--- config.mk ---
export PLATFORM = sky130hd
export DESIGN_NAME = sdc_cmd_engine
export DESIGN_NICKNAME = d
export VERILOG_FILES = /design/src/rtl/sdc_pkg.sv /design/src/rtl/sdc_cmd_tx.sv /design/src/rtl/sdc_rsp_rx.sv /design/src/rtl/sdc_cmd_engine.sv
export SDC_FILE = /design/constraint.sdc
export NUM_CORES = 1
export LEC_CHECK = 0
export BUFFER_PORTS_ARGS = -buffer_cell sky130_fd_sc_hd__buf_2
export CAP_MARGIN = 10
export CORE_MARGIN = 10
export CORE_UTILIZATION = 50
export CTS_CLUSTER_DIAMETER = 60
export DETAILED_ROUTE_END_ITERATION = 8
export MAX_ROUTING_LAYER = met4
export PLACE_DENSITY = 0.78
export SLEW_MARGIN = 0
export SYNTH_ARGS = -nofsm -noshare
export SYNTH_HDL_FRONTEND = slang
export SYNTH_SLANG_ARGS = --single-unit
--- constraint.sdc ---
create_clock -name clk -period 5.2 [get_ports clk]
set_clock_uncertainty 0.15 [all_clocks]
set_input_delay 0.52 -clock clk [delete_from_list [all_inputs] [get_ports clk]]
set_output_delay 0.52 -clock clk [all_outputs]
set_load 0.005 [all_outputs]
--- src/rtl/sdc_pkg.sv ---
`timescale 1ns/1ps
package sdc_pkg;
   localparam int CMD_BITS    = 48;
   localparam int SHORT_BITS  = 48;
   localparam int LONG_BITS   = 136;
   localparam int WORD_BITS   = 16;
   localparam int SHORT_WORDS = 3;
   localparam int LONG_WORDS  = 9;
   localparam int BUF_BITS    = LONG_WORDS * WORD_BITS;
   localparam int ST_END      = 13;
   localparam int ST_RSP_CRC  = 5;
   localparam int ST_RSP_TO   = 1;

   typedef enum logic [1:0] {
      RK_NONE  = 2'd0,
      RK_SHORT = 2'd1,
      RK_LONG  = 2'd2,
      RK_NOCRC = 2'd3
   } rsp_kind_t;

   // serial CRC7 (x^7+x^3+1) over d[n-1:0], MSB first, zero seed
   function automatic logic [6:0] sdc_crc7(input logic [127:0] d, input int n);
      logic [6:0] c;
      logic       fb;
      c = '0;
      for (int i = 127; i >= 0; i--) begin
         if (i < n) begin
            fb = d[i] ^ c[6];
            c  = {c[5:0], 1'b0};
            if (fb) c = c ^ 7'h09;
         end
      end
      return c;
   endfunction
endpackage

--- src/rtl/sdc_cmd_tx.sv ---
`timescale 1ns/1ps
module sdc_cmd_tx import sdc_pkg::*; #(
   parameter int INIT_CYCLES = 80
) (
   input  logic                clk,
   input  logic                rst_n,
   input  logic                start,
   input  logic                pre_en,
   input  logic [CMD_BITS-1:0] frame_i,
   output logic                cmd_out,
   output logic                cmd_oe,
   output logic                done_o
);
   localparam int PRE_W = $clog2(INIT_CYCLES + 1);
   localparam int BIT_W = $clog2(CMD_BITS + 1);
   localparam logic [PRE_W-1:0] PRE_LOAD = PRE_W'(INIT_CYCLES);
   localparam logic [BIT_W-1:0] BIT_LOAD = BIT_W'(CMD_BITS);

   generate
      if (INIT_CYCLES < 1) begin : g_bad_pre
         $error("sdc_cmd_tx: INIT_CYCLES must be at least 1");
      end
   endgenerate

   logic [CMD_BITS-1:0] sh_q;
   logic [PRE_W-1:0]    pre_left_q;
   logic [BIT_W-1:0]    bits_left_q;

   always_ff @(posedge clk) begin
      if (!rst_n) begin
         sh_q        <= '0;
         pre_left_q  <= '0;
         bits_left_q <= '0;
         done_o      <= 1'b0;
      end else begin
         done_o <= (pre_left_q == '0) && (bits_left_q == BIT_W'(1));
         if (start) begin
            sh_q        <= frame_i;
            pre_left_q  <= pre_en ? PRE_LOAD : '0;
            bits_left_q <= BIT_LOAD;
         end else if (pre_left_q != '0) begin
            pre_left_q <= pre_left_q - PRE_W'(1);
         end else if (bits_left_q != '0) begin
            sh_q        <= {sh_q[CMD_BITS-2:0], 1'b0};
            bits_left_q <= bits_left_q - BIT_W'(1);
         end
      end
   end

   assign cmd_oe  = (pre_left_q != '0) || (bits_left_q != '0);
   assign cmd_out = (pre_left_q != '0) ? 1'b1 : sh_q[CMD_BITS-1];

   // the cycle before completion always carried a driven end bit of 1
   assert_end_bit_R1: assert property (@(posedge clk) disable iff (!rst_n)
      done_o |-> $past(cmd_oe && cmd_out));
endmodule

--- src/rtl/sdc_rsp_rx.sv ---
`timescale 1ns/1ps
module sdc_rsp_rx import sdc_pkg::*; #(
   parameter int RSP_TIMEOUT = 64
) (
   input  logic                 clk,
   input  logic                 rst_n,
   input  logic                 arm,
   input  logic                 long_i,
   input  logic                 cmd_in,
   output logic                 done_o,
   output logic                 timeout_o,
   output logic [LONG_BITS-1:0] frame_o
);
   localparam int TO_W  = $clog2(RSP_TIMEOUT + 1);
   localparam int CNT_W = $clog2(LONG_BITS + 1);
   localparam logic [TO_W-1:0]  TO_LAST    = TO_W'(RSP_TIMEOUT - 1);
   localparam logic [CNT_W-1:0] LAST_SHORT = CNT_W'(SHORT_BITS - 1);
   localparam logic [CNT_W-1:0] LAST_LONG  = CNT_W'(LONG_BITS - 1);

   generate
      if (RSP_TIMEOUT < 2) begin : g_bad_to
         $error("sdc_rsp_rx: RSP_TIMEOUT must be at least 2");
      end
   endgenerate

   typedef enum logic [1:0] {RX_IDLE, RX_WAIT, RX_RECV} rx_state_t;
   rx_state_t        st_q;
   logic [TO_W-1:0]  wait_q;
   logic [CNT_W-1:0] got_q;
   logic             long_q;
   logic [LONG_BITS-1:0] sh_q;

   always_ff @(posedge clk) begin
      if (!rst_n) begin
         st_q      <= RX_IDLE;
         wait_q    <= '0;
         got_q     <= '0;
         long_q    <= 1'b0;
         sh_q      <= '0;
         done_o    <= 1'b0;
         timeout_o <= 1'b0;
      end else begin
         done_o    <= 1'b0;
         timeout_o <= 1'b0;
         unique case (st_q)
            RX_IDLE: begin
               if (arm) begin
                  st_q   <= RX_WAIT;
                  wait_q <= '0;
                  long_q <= long_i;
                  sh_q   <= '0;
               end
            end
            RX_WAIT: begin
               if (!cmd_in) begin
                  sh_q  <= {sh_q[LONG_BITS-2:0], 1'b0};
                  got_q <= CNT_W'(1);
                  st_q  <= RX_RECV;
               end else if (wait_q == TO_LAST) begin
                  timeout_o <= 1'b1;
                  st_q      <= RX_IDLE;
               end else begin
                  wait_q <= wait_q + TO_W'(1);
               end
            end
            RX_RECV: begin
               sh_q <= {sh_q[LONG_BITS-2:0], cmd_in};
               if (got_q == (long_q ? LAST_LONG : LAST_SHORT)) begin
                  done_o <= 1'b1;
                  st_q   <= RX_IDLE;
               end else begin
                  got_q <= got_q + CNT_W'(1);
               end
            end
            default: st_q <= RX_IDLE;
         endcase
      end
   end

   assign frame_o = sh_q;

   assert_to_line_idle_R7: assert property (@(posedge clk) disable iff (!rst_n)
      timeout_o |-> $past(cmd_in));
   assert_single_outcome_R7: assert property (@(posedge clk) disable iff (!rst_n)
      $onehot0({done_o, timeout_o}));
endmodule

--- src/rtl/sdc_cmd_engine.sv ---
`timescale 1ns/1ps
module sdc_cmd_engine import sdc_pkg::*; #(
   parameter int INIT_CYCLES = 80,
   parameter int RSP_TIMEOUT = 64
) (
   input  logic        clk,
   input  logic        rst_n,
   input  logic        wr_en,
   input  logic [1:0]  wr_addr,
   input  logic [15:0] wr_data,
   input  logic        rsp_pop,
   output logic [15:0] rsp_word,
   output logic [15:0] status,
   output logic        cmd_end,
   output logic        cmd_out,
   output logic        cmd_oe,
   input  logic        cmd_in
);
   localparam int PTR_W = $clog2(LONG_WORDS + 1);
   localparam logic [PTR_W-1:0] NW_SHORT = PTR_W'(SHORT_WORDS);
   localparam logic [PTR_W-1:0] NW_LONG  = PTR_W'(LONG_WORDS);

   generate
      if (BUF_BITS < LONG_BITS) begin : g_bad_buf
         $error("sdc_cmd_engine: reply buffer narrower than long frame");
      end
   endgenerate

   typedef enum logic [1:0] {E_IDLE, E_SEND, E_RECV} eng_state_t;
   eng_state_t      st_q;
   logic [5:0]      idx_q;
   logic [15:0]     argh_q, argl_q;
   rsp_kind_t       kind_q;
   logic [PTR_W-1:0] ptr_q, nwords_q;
   logic [BUF_BITS-1:0] rsp_q;
   logic [15:0]     status_q;
   logic            end_q;

   wire idle   = (st_q == E_IDLE);
   wire wr_ok  = wr_en && idle;
   wire launch = wr_ok && (wr_addr == 2'd3);
   rsp_kind_t launch_kind;
   assign launch_kind = (idx_q == 6'd0) ? RK_NONE : rsp_kind_t'(wr_data[1:0]);

   logic unused_attr_bits;
   assign unused_attr_bits = ^{wr_data[15:7], wr_data[5:2]};

   // command frame
   logic [39:0]         head;
   logic [CMD_BITS-1:0] cmd_frame;
   assign head      = {2'b01, idx_q, argh_q, argl_q};
   assign cmd_frame = {head, sdc_crc7({88'b0, head}, 40), 1'b1};

   logic tx_done;
   sdc_cmd_tx #(.INIT_CYCLES(INIT_CYCLES)) tx_i (
      .clk(clk), .rst_n(rst_n), .start(launch), .pre_en(wr_data[6]),
      .frame_i(cmd_frame), .cmd_out(cmd_out), .cmd_oe(cmd_oe), .done_o(tx_done)
   );

   logic rx_done, rx_to;
   logic [LONG_BITS-1:0] rx_frame;
   wire rx_arm = tx_done && (st_q == E_SEND) && (kind_q != RK_NONE);
   sdc_rsp_rx #(.RSP_TIMEOUT(RSP_TIMEOUT)) rx_i (
      .clk(clk), .rst_n(rst_n), .arm(rx_arm), .long_i(kind_q == RK_LONG),
      .cmd_in(cmd_in), .done_o(rx_done), .timeout_o(rx_to), .frame_o(rx_frame)
   );

   // reply checks
   logic [6:0] crc_short, crc_long;
   logic       crc_bad, end_bad, rsp_err;
   assign crc_short = sdc_crc7({88'b0, rx_frame[47:8]}, 40);
   assign crc_long  = sdc_crc7({8'b0, rx_frame[127:8]}, 120);
   always_comb begin
      unique case (kind_q)
         RK_SHORT: crc_bad = (crc_short != rx_frame[7:1]);
         RK_LONG:  crc_bad = (crc_long  != rx_frame[7:1]);
         default:  crc_bad = 1'b0;
      endcase
   end
   assign end_bad = !rx_frame[0];
   assign rsp_err = crc_bad || end_bad;

   always_ff @(posedge clk) begin
      if (!rst_n) begin
         st_q     <= E_IDLE;
         idx_q    <= '0;
         argh_q   <= '0;
         argl_q   <= '0;
         kind_q   <= RK_NONE;
         ptr_q    <= '0;
         nwords_q <= '0;
         rsp_q    <= '0;
         status_q <= '0;
         end_q    <= 1'b0;
      end else begin
         end_q <= 1'b0;
         if (wr_ok && wr_addr == 2'd0) idx_q  <= wr_data[5:0];
         if (wr_ok && wr_addr == 2'd1) argh_q <= wr_data;
         if (wr_ok && wr_addr == 2'd2) argl_q <= wr_data;
         unique case (st_q)
            E_IDLE: begin
               if (launch) begin
                  st_q     <= E_SEND;
                  kind_q   <= launch_kind;
                  status_q <= '0;
                  ptr_q    <= '0;
                  rsp_q    <= '0;
                  nwords_q <= (launch_kind == RK_NONE) ? '0 :
                              (launch_kind == RK_LONG) ? NW_LONG : NW_SHORT;
               end else if (rsp_pop && ptr_q < nwords_q) begin
                  ptr_q <= ptr_q + PTR_W'(1);
               end
            end
            E_SEND: begin
               if (tx_done) begin
                  if (kind_q == RK_NONE) begin
                     st_q             <= E_IDLE;
                     status_q[ST_END] <= 1'b1;
                     end_q            <= 1'b1;
                  end else begin
                     st_q <= E_RECV;
                  end
               end
            end
            E_RECV: begin
               if (rx_done) begin
                  st_q                 <= E_IDLE;
                  status_q[ST_END]     <= 1'b1;
                  status_q[ST_RSP_CRC] <= rsp_err;
                  end_q                <= 1'b1;
                  rsp_q <= (kind_q == RK_LONG) ? {rx_frame, 8'b0}
                                               : {rx_frame[SHORT_BITS-1:0], 96'b0};
               end else if (rx_to) begin
                  st_q                <= E_IDLE;
                  status_q[ST_END]    <= 1'b1;
                  status_q[ST_RSP_TO] <= 1'b1;
                  end_q               <= 1'b1;
               end
            end
            default: st_q <= E_IDLE;
         endcase
      end
   end

   // reply word slices
   logic [WORD_BITS-1:0] word_a [LONG_WORDS];
   for (genvar g = 0; g < LONG_WORDS; g++) begin : g_word
      assign word_a[g] = rsp_q[BUF_BITS-1-WORD_BITS*g -: WORD_BITS];
   end
   assign rsp_word = (ptr_q < nwords_q) ? word_a[ptr_q] : '0;
   assign status   = status_q;
   assign cmd_end  = end_q;

   assert_idle_quiet_R1: assert property (@(posedge clk) disable iff (!rst_n)
      idle |-> !cmd_oe);
   assert_launch_clears_R8: assert property (@(posedge clk) disable iff (!rst_n)
      launch |=> (status == 16'h0 && ptr_q == '0));
   assert_ptr_bound_R8: assert property (@(posedge clk) disable iff (!rst_n)
      ptr_q <= nwords_q);
   assert_busy_hold_R9: assert property (@(posedge clk) disable iff (!rst_n)
      (wr_en && !idle) |=> ($stable(idx_q) && $stable(argh_q) && $stable(argl_q)));
   assert_end_flag_R10: assert property (@(posedge clk) disable iff (!rst_n)
      cmd_end |-> status[ST_END]);
   assert_end_pulse_R10: assert property (@(posedge clk) disable iff (!rst_n)
      cmd_end |=> !cmd_end);
endmodule

# Word level (Yosys, flattened, before mapping)
# Index checks and enable logic that the tools add are counted.
word_totals:
  elab_cells: 762
  out_inout_bits: 35
  ff_bits: 416
  in_bits: 23
classes:
  n_addsub: 5
  n_eq_ne: 30
  n_bitwise: 393
  n_mux: 261
  reduce_logical: 46
  order_cmp: 2
op_table:
  columns: ["op", "n"]
  rows:
  - ["two-way mux 4 bit", 202]
  - ["two-way mux 144 bit", 3]
  - ["one-hot mux 136 bit (3 select lines)", 1]
  - ["inverter 2 bit", 195]
  - ["one-hot mux 144 bit (2 select lines)", 1]
  - ["two-way mux 136 bit", 2]
  - ["XOR 1 bit", 186]
  - ["two-way mux 47 bit", 3]
  - ["binary-select mux 16 bit (select 4 bit)", 1]
  - ["two-way mux 16 bit", 3]
  - ["two-way mux 7 bit", 6]
  - ["two-way mux 8 bit", 3]
  - ["two-way mux 2 bit", 10]
  - ["two-way mux 6 bit", 3]
  - ["AND reduction 3 bit", 6]
  - ["one-hot mux 8 bit (2 select lines)", 1]
  - ["two-way mux 14 bit", 1]
  - ["inequality test 2 bit (second input constant)", 7]
  - ["inequality test 7 bit", 2]
  - ["one-hot mux 7 bit (2 select lines)", 1]
  - ["nonzero test 2 bit", 7]
  - ["two-way mux 1 bit", 13]
  - ["equality test 2 bit (second input constant)", 6]
  - ["inequality test 2 x 1 -> 1 bit (second input constant)", 6]
  - ["32 further kinds", 68]

# Logic depth before layout (Yosys ltp)
logic_depth:
  depth_word: 244
  depth_mapped: 16
  mapped_depth_nobuf: 15

# Modules after synthesis
# Synthesis repeated with hierarchy kept, for this count alone.
unflattened:
  hier_cells: 2449
  area_unflattened_um2: 21892.2
modules_own_cells:
  columns: ["module", "area_each_um2", "n_inst", "cells_each", "seq_area_each_um2"]
  rows:
  - ["sdc_cmd_engine", 13183.9, 1, 1405, 3763.6]
  - ["sdc_rsp_rx", 6033.3, 1, 743, 3123.0]
  - ["sdc_cmd_tx", 2675.1, 1, 301, 1241.2]

# Worst setup path before layout
# No wires, ideal clock.
synth_path:
  path_type: "reg2reg"
  from: "register rx_i.sh_q[123], in the netlist rx_i.frame_o[123]"
  to: "register status_q[5], in the netlist status[5]"
  n_path_buf: 0
  synth_period_minus_slack_ns: 5.186
  required_time_ns: 4.919
  path_stages_with_launch: 16
  setup_time_ns: 0.131
  t_arrival_ns: 4.905
  slack_ns: 0.014
  cell_sequence: "dfxtp_1 xor2_2 xor3_2 xnor2_2 xnor3_2 xnor3_1 xnor3_2 xnor3_2 xnor3_2 xor2_2 xnor3_2 xnor2_1 nand2_1 mux2i_1 nor4_1 a31oi_1"
synth_via:
  elab_chain_cells: 107
  elab_cells_between_ends: 332
  cone_classes: "1 x eq/ne; 119 x mux; 211 x bitwise; 1 x reduce/logical"
synth_rtl:
  columns: ["element", "line_no", "source"]
  rows:
  - ["from (decl)", "sdc_rsp_rx.sv:31", "logic [LONG_BITS-1:0] sh_q;"]
  - ["from (signal assigned)", "sdc_rsp_rx.sv:56", "sh_q <= {sh_q[LONG_BITS-2:0], 1'b0};"]
  - ["from (signal assigned)", "sdc_rsp_rx.sv:67", "sh_q <= {sh_q[LONG_BITS-2:0], cmd_in};"]
  - ["XOR 1 bit (*)", "sdc_pkg.sv:28", "fb = d[i] ^ c[6];"]
  - ["two-way mux 4 bit (*)", "sdc_pkg.sv:30", "if (fb) c = c ^ 7'h09;"]
  - ["two-way mux 4 bit (2 in series)", "sdc_pkg.sv:30", null]
  - ["inverter 2 bit (no line)", null, null]
  - ["two-way mux 4 bit", "sdc_pkg.sv:30", null]
  - ["XOR 1 bit", "sdc_pkg.sv:28", null]
  - ["two-way mux 4 bit (3 in series)", "sdc_pkg.sv:30", null]
  - ["inverter 2 bit (no line)", null, null]
  - ["[86 not listed]", null, null]
  - ["two-way mux 4 bit (3 in series)", "sdc_pkg.sv:30", null]
  - ["inverter 2 bit (no line)", null, null]
  - ["two-way mux 4 bit", "sdc_pkg.sv:30", null]
  - ["inequality test 7 bit (*)", "sdc_cmd_engine.sv:76", "RK_LONG: crc_bad = (crc_long != rx_frame[7:1]);"]
  - ["one-hot mux 1 bit (2 select lines) (*)", "sdc_cmd_engine.sv:74", "unique case (kind_q)"]
  - ["logical OR 1 bit (*)", "sdc_cmd_engine.sv:81", "assign rsp_err = crc_bad || end_bad;"]
  - ["two-way mux 1 bit (*)", "sdc_cmd_engine.sv:126", "if (rx_done) begin"]
  - ["one-hot mux 1 bit (2 select lines) (*)", "sdc_cmd_engine.sv:100", "unique case (st_q)"]
  - ["to (signal, indexed assignment)", "sdc_cmd_engine.sv:129", "status_q[ST_RSP_CRC] <= rsp_err;"]
  - ["to (decl)", "sdc_cmd_engine.sv:36", "logic [15:0] status_q;"]
# Every way passes the cells marked *; elsewhere a longest branch is shown, timed or not. The select of a mux whose other input is x is not followed.
# A chain may end at the register's enable or synchronous reset.

# Worst setup path in the final report
layout_path:
  from: "register rx_i.sh_q[116], in the netlist rx_i.frame_o[116]"
  to: "register status_q[5], in the netlist status[5]"
layout_via:
  elab_chain_cells: 101
  elab_cells_between_ends: 311
  cone_classes: "1 x eq/ne; 112 x mux; 197 x bitwise; 1 x reduce/logical"
layout_rtl:
  columns: ["element", "line_no"]
  rows:
  - ["XOR 1 bit (*)", "sdc_pkg.sv:28"]
  - ["two-way mux 4 bit (*)", "sdc_pkg.sv:30"]
  - ["two-way mux 4 bit (2 in series)", "sdc_pkg.sv:30"]
  - ["inverter 2 bit (no line)", null]
  - ["two-way mux 4 bit", "sdc_pkg.sv:30"]
  - ["XOR 1 bit", "sdc_pkg.sv:28"]
  - ["two-way mux 4 bit (3 in series)", "sdc_pkg.sv:30"]
  - ["inverter 2 bit (no line)", null]
  - ["[80 not listed]", null]
  - ["two-way mux 4 bit (3 in series)", "sdc_pkg.sv:30"]
  - ["inverter 2 bit (no line)", null]
  - ["two-way mux 4 bit", "sdc_pkg.sv:30"]
  - ["inequality test 7 bit (*)", "sdc_cmd_engine.sv:76"]
  - ["one-hot mux 1 bit (2 select lines) (*)", "sdc_cmd_engine.sv:74"]
  - ["logical OR 1 bit (*)", "sdc_cmd_engine.sv:81"]
  - ["two-way mux 1 bit (*)", "sdc_cmd_engine.sv:126"]
  - ["one-hot mux 1 bit (2 select lines) (*)", "sdc_cmd_engine.sv:100"]
# Marks and branches as above.

==> impl_metrics.env <==
export IMPL_grt_pass1_wl_mm=99.6
export IMPL_cts_tree="done"
export IMPL_slowest_stage="xnor3_2"
export IMPL_drv_cap=0
export IMPL_ys_warn_count=0
export IMPL_grt_total_usage_pct=24.6
export IMPL_avgSynthCellArea_um2=8.75
export IMPL_nets=2504
export IMPL_antenna_found_initial=2
export IMPL_reg2reg_to="status[5]"
export IMPL_synth_edff_count=0
export IMPL_max_stage_delay_ns=0.47
export IMPL_reg2reg_slack_ns=0.04
export IMPL_vdd_drop_max_mv=0.430
export IMPL_io_buffers=44
export IMPL_drt_first_pass_iters=6
export IMPL_grt_pass1_vias=17379
export IMPL_path_cells="buf_4 -> xnor2_2 -> xnor3_1 -> xnor3_1 -> xnor3_2 -> xor3_1 -> xnor3_2 -> buf_4 -> xnor3_2 -> xnor2_2 -> xor3_1 -> buf_4 -> xnor2_1 -> xnor2_1 -> xnor2_2 -> xor2_1 -> a21oi_2 -> a31oi_1"
export IMPL_die_area_um2=51900
export IMPL_drive_above_1_share_pct=13.1
export IMPL_period_minus_slack_ns=5.16
export IMPL_rr_worst_depth=18
export IMPL_postCtsHoldBufs=0
export IMPL_vias=18232
export IMPL_synth_top_area_cell="dfxtp_1"
export IMPL_wl_mm=65.4
export IMPL_drc=0
export IMPL_postSynth_asyncResetShare_pct=0
export IMPL_dp_hpwl_mm=44.7
export IMPL_max_slew_margin_rel_pct=25.6
export IMPL_tightest_slew_ns=1.12
export IMPL_via_per_inst=5.92
export IMPL_crit_start="rx_i.frame_o[116]"
export IMPL_core_region_area_um2=42900
export IMPL_r2r_start="rx_i.frame_o[116]"
export IMPL_p_leak_uw=0.00867
export IMPL_dieWidth_um=228
export IMPL_num_rows=76
export IMPL_setup_worst_path_end="status[5]"
export IMPL_setup_violations=0
export IMPL_start_kind="flop"
export IMPL_crit_cells=18
export IMPL_power_uw=7710
export IMPL_hold_viol=0
export IMPL_area_delta_synth_final_pct=12.1
export IMPL_routabilityCongestion=1.01
export IMPL_synth_top_area_share_pct=37.6
export IMPL_synth_seq_cells=406
export IMPL_cts_root_buffer="clkbuf_16"
export IMPL_clk_pin_slew_worst_paths_ns=0.06
export IMPL_clk_path_buf_depth=3
export IMPL_rsz0062_at_grt="true"
export IMPL_cp_data_required_time_ns=5.57
export IMPL_overflow=0
export IMPL_grt_start_max_net_pins=172
export IMPL_clock_sinks=406
export IMPL_finalWorstSetupSlack_ns=0.0413
export IMPL_hold_class="in2reg"
export IMPL_cp_top_family="XOR/XNOR gates"
export IMPL_numCtsBuffers=44
export IMPL_chipHeight_um=228
export IMPL_ant_nets=0
export IMPL_syn_cell_area_um2=21600
export IMPL_post_place_ws_ns=-0.0306
export IMPL_crit_type="reg2reg"
export IMPL_synthCells=2470
export IMPL_yosysSeqAreaShare_pct=37.6
export IMPL_critPathMaxFanout=4
export IMPL_finalCritPeriodShare_pct=99.2
export IMPL_powerDensity_nw_per_um2=318
export IMPL_drt_iter0_markers=2127
export IMPL_tns_ns=0
export IMPL_crit_path_end_kind="flop"
export IMPL_synth_distinct_cells=55
export IMPL_worst_path_buf_inv=3
export IMPL_ios=58
export IMPL_fmax_mhz=194
export IMPL_htreeDepth=2
export IMPL_slew_violations=0
export IMPL_arrival_ns=5.53
export IMPL_routedWlPerCell_um=21.2
export IMPL_status="finished, final reports clean"
export IMPL_initial_utilization_pct=50.4
export IMPL_dominantRegCellSynth="dfxtp_1"
export IMPL_clkLatencyLatePin_ns=0.59
export IMPL_yosys_top_cells_area="dfxtp_1 (38%), xnor2_1 (9.9%), a21oi_1 (7.8%)"
-- state kept, by name (all words and copies together), names as in the netlist, 2 cells and up --
register / cells
rsp_q: 136
rx_i.frame_o: 136
tx_i.sh_q: 48
argh_q: 16
argl_q: 16
rx_i.got_q: 8
rx_i.wait_q: 7
tx_i.pre_left_q: 7
idx_q: 6
tx_i.bits_left_q: 6
ptr_q: 4
status: 3
kind_q: 2
nwords_q: 2
rx_i.st_q: 2
st_q: 2
-- through the flow --
| stage | instances | hold WS [ns] | area (µm²) | utilization (%) |
|---|---|---|---|---|
| 2_1_floorplan | 2482 | 0.273 | 21700 | - |
| 3_3_place_gp | 3000 | 0.285 | 22600 | 52.7 |
| 3_5_place_dp | 3000 | 0.294 | 22600 | 52.7 |
| 4_1_cts | 3077 | 0.0176 | 24100 | 56.3 |
| 5_1_grt | 3081 | 0.0382 | 24200 | 56.5 |
| 6_report | 3081 | 0.0338 | 24200 | 56.5 |
-- cell usage after synthesis, types with 19 or more instances --
library cell,number
a211oi_1,48
clkbuf_1,178
mux2_2,30
o21ai_0,19
nand2_1,358
mux4_2,32
a21oi_1,336
mux2i_1,96
dfxtp_1,406
xnor2_1,244
nor2_1,161
nand3_1,263
xnor3_1,40
xor2_1,86
-- what timing repair did --
| item | CTS | global route |
|---|---|---|
| pin swaps | 1 | 6 |
| endpoints found under the setup margin | 1 | 1 |
| cloned | 0 | 0 |
| buffers inserted | 0 | 2 |
| endpoints found under the hold margin | 0 | 0 |
| gates resized for setup | 2 | 13 |
-- how the worst min path moves through the flow --
| stage | from | slack, ns | cells after the start | end |
|---|---|---|---|---|
| after detailed placement | rsp_q[24] | 0.29 | 2 | rsp_q[24] |
| final | wr_data[10] | 0.03 | 3 | argl_q[10] |
| after global placement | rsp_q[67] | 0.28 | 2 | rsp_q[67] |
| after floorplan | rx_i.wait_q[6] | 0.27 | 1 | rx_i.timeout_o |
| after global routing | wr_data[10] | 0.04 | 3 | argl_q[10] |
| after CTS | wr_data[10] | 0.02 | 3 | argl_q[10] |
-- layout make-up --
cell class | count | area [µm²]
fill | 3671 | 18700
antenna | 2 | 5.00
multi-input combinational | 1845 | 12700
clock buffer | 62 | 1280
clock inverter | 15 | 225
inverter | 19 | 78.8
timing repair buffer | 147 | 1020
sequential | 406 | 8130
tap | 585 | 732
-- power breakdown --
group	total, µW	internal [µW]	switching, µW
combinational	1140	495	646
sequential	3300	3220	79.6
clock	3270	1930	1340
total	7710	5640	2070
-- cell families (layout without fill, tap and decap cells) --
kind of cell / Yosys count / in the layout / share of synthesized area (%)
flip-flops: 406 / 406 / 37.6
other: 1 / 15 / 0.0174
multiplexers: 158 / 158 / 9.34
buffers and inverters: 231 / 243 / 4.27
XOR/XNOR: 400 / 400 / 20.6
AO/OA/AOI/OAI: 419 / 419 / 10.5
AND/OR/NAND/NOR: 837 / 837 / 16.7
adder cells (fa/ha/maj): 18 / 18 / 1.04
-- per-layer routing --
metal  share of wire (%)  up-vias  track usage, %
met5                   0        -               -
met4                 5.0        0            11.7
met3                  12      215            7.73
met2                  45      932            37.4
met1                  38     8739            29.2
li1                    -     8346               -
-- placed cells by master, fill, tap and decap left out, drive strengths merged, types with 6 or more instances in the layout --
cell    count
mux2       30
clkbuf     62
a21oi     337
nand3     263
inv        24
nor2      161
nand4       6
xor3       11
o21ai      20
or3         7
ha         18
mux2i      96
clkinv      6
a211oi     48
nor3       11
xor2       89
dfxtp     406
mux4       32
buf       147
xnor2     249
xnor3      51
nand2b      8
conb       13
nand2     358
-- tightest hold or removal path, cell delays in order --
cell and delay (ns):
buf_2 0.10, nand2_1 0.05, a21oi_1 0.05
No activity file was read; power rests on OpenSTA's default activity.
